===== config.mk =====
export PLATFORM = sky130hd
export DESIGN_NAME = can_mbox_flags
export DESIGN_NICKNAME = d
export VERILOG_FILES = /design/src/rtl/can_mbox_flags_pkg.sv /design/src/rtl/can_flag_vec.sv /design/src/rtl/can_rx_irq.sv /design/src/rtl/can_mbox_flags.sv
export SDC_FILE = /design/constraint.sdc
export NUM_CORES = 1
export LEC_CHECK = 0
export ABC_AREA = 1
export BUFFER_PORTS_ARGS = -buffer_cell sky130_fd_sc_hd__buf_4
export CORE_MARGIN = 3
export CORE_UTILIZATION = 55
export CTS_CLUSTER_SIZE = 28
export DETAILED_ROUTE_END_ITERATION = 8
export PLACE_DENSITY = 0.93
export SLEW_MARGIN = 20
export SYNTH_ARGS = -nofsm -noshare
export SYNTH_HDL_FRONTEND = slang
export SYNTH_HIERARCHICAL = 1
export SYNTH_SLANG_ARGS = --single-unit
export TNS_END_PERCENT = 20

===== constraint.sdc =====
create_clock -name clk -period 3.5 [get_ports clk]
set_clock_uncertainty 0.2 [all_clocks]
set_input_delay 0.875 -clock clk [delete_from_list [all_inputs] [get_ports clk]]
set_output_delay 0.875 -clock clk [all_outputs]
set_load 0.1 [all_outputs]

===== src/rtl/can_mbox_flags_pkg.sv =====
package can_mbox_flags_pkg;
  localparam int NMB = 16;
  localparam int AW = 2;
  localparam logic [AW-1:0] A_CANCEL = 2'd0;
  localparam logic [AW-1:0] A_RXWAIT = 2'd1;
  localparam logic [AW-1:0] A_MASK   = 2'd2;
  localparam logic [AW-1:0] A_INTCTL = 2'd3;

  function automatic logic [NMB-1:0] w1c_next(input logic [NMB-1:0] cur,
      input logic [NMB-1:0] set, input logic [NMB-1:0] clr);
    return (cur & ~clr) | set;
  endfunction
endpackage


===== src/rtl/can_flag_vec.sv =====
module can_flag_vec #(
  parameter int W = 16,
  parameter logic [W-1:0] IMPL = '1
) (
  input  logic         clk,
  input  logic         rst_n,
  input  logic [W-1:0] set_ev,
  input  logic [W-1:0] clr_ev,
  output logic [W-1:0] flags
);
  logic [W-1:0] q;
  for (genvar i = 0; i < W; i++) begin : g_bit
    if (IMPL[i]) begin : g_live
      always_ff @(posedge clk or negedge rst_n)
        if (!rst_n) q[i] <= 1'b0;
        else        q[i] <= (q[i] & ~clr_ev[i]) | set_ev[i];
    end else begin : g_tied
      assign q[i] = 1'b0;
    end
  end
  assign flags = q;

  // a set event always wins over a clear in the same cycle
  p_set_wins_r6: assert property (@(posedge clk) disable iff (!rst_n)
    (|(set_ev & IMPL)) |=> ((flags & $past(set_ev & IMPL)) == $past(set_ev & IMPL)));
endmodule


===== src/rtl/can_rx_irq.sv =====
module can_rx_irq #(
  parameter int W = 16
) (
  input  logic         clk,
  input  logic         rst_n,
  input  logic [W-1:0] rx_set,
  input  logic [W-1:0] mb_mask,
  input  logic         clr,
  input  logic         gmask,
  output logic         flag,
  output logic         irq
);
  logic hit;
  assign hit = |(rx_set & ~mb_mask);
  always_ff @(posedge clk or negedge rst_n)
    if (!rst_n) flag <= 1'b0;
    else        flag <= (flag & ~clr) | hit;
  assign irq = flag & ~gmask;

  // an unmasked receive event raises the flag next cycle
  p_flag_after_hit_r7: assert property (@(posedge clk) disable iff (!rst_n)
    hit |=> flag);
  // flag never rises without an unmasked event
  p_no_spurious_r7: assert property (@(posedge clk) disable iff (!rst_n)
    $rose(flag) |-> $past(hit));
endmodule


===== src/rtl/can_mbox_flags.sv =====
module can_mbox_flags
  import can_mbox_flags_pkg::*;
(
  input  logic            clk,
  input  logic            rst_n,
  input  logic [NMB-1:0]  cancel_done,
  input  logic [NMB-1:0]  rx_store,
  input  logic            rx_is_data,
  input  logic [NMB-1:0]  mb_rx_data_cfg,
  input  logic            wr_en,
  input  logic [AW-1:0]   addr,
  input  logic [NMB-1:0]  wdata,
  output logic [NMB-1:0]  rdata,
  output logic            irq
);
  localparam logic [NMB-1:0] TX_CAPABLE = {{(NMB-1){1'b1}}, 1'b0};

  logic [NMB-1:0] cancel_flags, rx_flags, mb_mask;
  logic [NMB-1:0] clr_cancel, clr_rx, rx_set;
  logic           gmask, int_flag, clr_int;

  assign rx_set     = rx_store & mb_rx_data_cfg & {NMB{rx_is_data}};
  assign clr_cancel = (wr_en && addr == A_CANCEL) ? wdata : '0;
  assign clr_rx     = (wr_en && addr == A_RXWAIT) ? wdata : '0;
  assign clr_int    = wr_en && addr == A_INTCTL && wdata[0];

  can_flag_vec #(.W(NMB), .IMPL(TX_CAPABLE)) u_cancel (
    .clk(clk), .rst_n(rst_n), .set_ev(cancel_done), .clr_ev(clr_cancel),
    .flags(cancel_flags));

  can_flag_vec #(.W(NMB), .IMPL('1)) u_rxwait (
    .clk(clk), .rst_n(rst_n), .set_ev(rx_set), .clr_ev(clr_rx),
    .flags(rx_flags));

  always_ff @(posedge clk or negedge rst_n)
    if (!rst_n) begin
      mb_mask <= '0;
      gmask   <= 1'b0;
    end else if (wr_en) begin
      if (addr == A_MASK)   mb_mask <= wdata;
      if (addr == A_INTCTL) gmask   <= wdata[1];
    end

  can_rx_irq #(.W(NMB)) u_irq (
    .clk(clk), .rst_n(rst_n), .rx_set(rx_set), .mb_mask(mb_mask),
    .clr(clr_int), .gmask(gmask), .flag(int_flag), .irq(irq));

  always_comb
    unique case (addr)
      A_CANCEL: rdata = cancel_flags;
      A_RXWAIT: rdata = rx_flags;
      A_MASK:   rdata = mb_mask;
      default:  rdata = {{(NMB-2){1'b0}}, gmask, int_flag};
    endcase

  // cancel-done bit 0 never reads 1
  p_bit0_zero_r3: assert property (@(posedge clk) disable iff (!rst_n)
    !cancel_flags[0]);
  // remote frames never set a frame-waiting bit
  p_remote_ignored_r4: assert property (@(posedge clk) disable iff (!rst_n)
    (!rx_is_data && !wr_en) |=> $stable(rx_flags));
  // a bit with no set event and no clear holds
  p_hold_r5: assert property (@(posedge clk) disable iff (!rst_n)
    (!wr_en && cancel_done == '0) |=> $stable(cancel_flags));
  // irq follows flag and global mask
  p_irq_gate_r8: assert property (@(posedge clk) disable iff (!rst_n)
    irq == (int_flag && !gmask));
endmodule


# After elaboration in Yosys (flattened, before gate mapping)
# Cells that the tools add are included.
[op_classes]
reduce_logical = 8
eq_ne = 3
bitwise_logic = 102
n_mux = 3
[op_table]
columns = ["cell", "n"]
rows = [
  ["$and A16 B16 Y16", 3],
  ["$pmux W16 S3", 1],
  ["$and A1 B1 Y1", 33],
  ["$not A1 Y1", 33],
  ["$mux W16", 2],
  ["$or A1 B1 Y1", 32],
  ["$not A16 Y16", 1],
  ["$reduce_or A16 Y1", 1],
  ["$eq A2 B2 Y1 const B", 2],
  ["$logic_and A1 B1 Y1", 4],
  ["$reduce_and A2 Y1", 2],
  ["$eq A2 B1 Y1 const B", 1],
  ["$logic_not A2 Y1", 1],
]
[totals]
register_bits = 49
input_bits = 70
out_inout_bits = 17

# Logic depth before layout (Yosys ltp)
[depth]
word_depth = 6
depth_mapped = 9
mapped_depth_nobuf = 8

# By module
# The synthesis kept the hierarchy.
[by_module_without_submodules]
columns = ["module", "cells_each", "instances", "area_each_um2"]
rows = [
  ["can_mbox_flags", 237, 1, 1345.0],
  ["can_flag_vec (u_rxwait)", 80, 1, 640.6],
  ["can_flag_vec (u_cancel)", 77, 1, 611.8],
  ["can_rx_irq", 46, 1, 207.7],
]

# Least setup slack after synthesis
# No wires, ideal clock.
[synth_path]
path_kind = "input to output"
from = "input addr[1]"
to = "output rdata[1]"
path_buffers = 2
required_ns = 2.425
stages = 5
arrival_time_ns = 2.190
setup_slack_ns = 0.235
cell_sequence = "buf_4 -> nor2_4 -> buf_2 -> nand2_1 -> nand4_1"
[synth_between]
elab_chain_len = 2
elab_cells_between_ends = 4
cone_classes = "eq/ne: 2; mux: 1; reduce/logical: 1"
[synth_lines]
columns = ["element", "line_no", "rtl"]
rows = [
  ["from (decl)", "can_mbox_flags.sv:11", "input logic [AW-1:0] addr,"],
  ["$eq A2 B2 Y1 (tied with other cells)", "can_mbox_flags.sv:49", "unique case (addr)"],
  ["$pmux W16 S3 *", "can_mbox_flags.sv:49", ""],
  ["to (decl)", "can_mbox_flags.sv:13", "output logic [NMB-1:0] rdata,"],
]
# Mark *: on every way between the ends. The rest lies on a longest branch, timed or not.

# Final worst setup path
[layout_path]
from = "input addr[0]"
to = "output rdata[2]"
# Same word-level chain as after synthesis.

==> results.yml <==
timing:
  setup_violations: 0
  tightest_slew_ns: 0.607
  fin_crit_ns: 3.06
  max_freq_mhz: 327
  fin_crit_sh_pct: 87.5
  tns_ns: 0
  final-hold-violation-count: 0
  drv_slew: 0
  grt_setup_unrepaired: "false"
  hold_ws_ns: 0.277
  slew_headroom_pct: 59.5
  setup_ws_ns: 0.439
clock_tree:
  cts_sinks: 49
  clock_path_buffers: 2
  cts.clk_slew.worst_paths_ns: 0.08
  cts_tree: "done"
  postCtsSetupBuffers: 0
  holdBufCountCts: 0
  cts-resized-gates: 0
  cts_made_buffers: 5
  cts-root-buf: "clkbuf_8"
  clk-insertion-delay-late_ns: 0.30
  cts-htree-levels: 2
die:
  fp.dieH_um: 77.4
  io_pins: 87
  rows: 25
  core_area_mm2: 0.00482
  die_area_mm2: 0.00599
  die_w_um: 77.4
  initial_utilization_pct: 58.2
layout:
  post-route-util_pct: 73.3
  drive_above_1_share_pct: 19.4
  antennaDiodeCount: 0
  area_delta_synth_final_pct: 26.0
  nets: 590
global_route:
  gr-total-overflow: 0
  antenna_found_initial: 0
  grt_pass1_wl_um: 11400
  grt_use_total_pct: 23.9
  grt_pass1_vias: 2695
  grt_start_max_net_pins: 50
detailed_routing:
  drc_errors: 0
  routed_wl_um: 6960
  vias_per_cell: 4.71
  first_pass_iters: 4
  drt_iter0_drc: 256
  via_count: 2770
  ant_nets: 0
  routedWlPerCell_um: 11.8
worst_setup_path:
  required_ns: 2.42
  start_kind: "input pin"
  max_stage_delay_ns: 0.35
  slowest_stage: "nor2_4"
  arrival_ns: 1.99
  path_common_cell: "buf_4"
  critical_path.max_fanout: 15
  path_cells: "buf_4 > inv_2 > nor2_4 > nand2_1 > nand3_1 > buf_4"
  critPathKind: "in2out"
  cp-end-kind: "output port"
  r2r_cells: 7
run_status:
  outcome: "completed"
logic_synthesis:
  yosysWarningCount: 6
  syn_area_mm2: 0.00280
  syn_area_per_cell_um2: 6.38
  synth.net_count: 509
  netlist_instances: 439
power:
  pwr-share-seq_pct: 45.5
  p_switching_uw: 572
  switching_share_pct: 38.3
  power_density_mw_per_mm2: 423
  combPwrFrac_pct: 33.0
  intPower_uw: 920
  pwr-share-clk_pct: 21.5
  p_total_uw: 1490
  p_leak_uw: 0.00202
  vdd_drop_max_v: 0.000279
placement:
  io_buffers: 85
  place_congestion: 0.865
  hpwl_um: 5000
  place_ws_ns: 0.444
hold_path:
  min_path_cells: 2
  hold_path.class: "reg2reg"
flow_run:
  max_cap_violations: 0
## registers in the layout, indices dropped and copies added, names as in the netlist
register and count:
u_rxwait/flags 16, gmask 1, u_cancel/flags 15, u_irq/flag 1, mb_mask 16
## layer usage
layer,vias up,GRT usage [%],part of all wire [%]
met2,97,43.5,51
met1,1264,28.5,41
met4,0,6.58,0.73
met3,6,4.87,7.0
met5,-,0,0
li1,1403,-,-
## through the flow
stage / area [µm²] / std cells
floorplan: 2800 / 439
global placement: 3450 / 580
detailed placement: 3450 / 580
CTS: 3530 / 588
global route: 3530 / 588
finish: 3530 / 588
## worst max-delay path: cells and delay by family
family	cells	cell delay [ns]
buf+inv	3	0.51
simple gates	3	0.58
## cells in the final DEF (no fill, tap or decap), drive strengths merged
master / count
o211ai: 1
nand4: 3
o22ai: 1
o21ai: 1
inv: 100
buf: 85
nor2: 56
clkbuf: 8
dfrtp: 49
conb: 1
nand2: 195
nand3: 21
## layout make-up
cell class / instances / area [µm²]
inverter: 100 / 375
fill: 417 / 1290
sequential: 49 / 1230
timing repair buffer: 85 / 638
multi-input combinational: 279 / 1130
tap: 67 / 83.8
clock buffer: 8 / 80.1
## path summary, 6_finish.rpt
check | slack (ns) | end | start
worst max-delay path | 0.44 | rdata[2] | addr[0]
worst min-delay path | 0.28 | u_cancel/flags[5] | u_cancel/flags[5]
worst max register to register | 2.36 | u_irq/flag | mb_mask[6]
worst min register to register | 0.28 | u_cancel/flags[5] | u_cancel/flags[5]
max in group asynchronous | 2.31 | mb_mask[7] | rst_n
min in group asynchronous | 0.39 | u_cancel/flags[15] | rst_n
## power groups by stage
stage	sequential, µW	clock [µW]	combinational, µW
global placement	684	0	482
floorplan	676	0	355
finish	679	321	492
detailed placement	688	0	493
global route	687	350	531
CTS	678	329	495
Note: power is estimated with default switching activity, not from simulation.
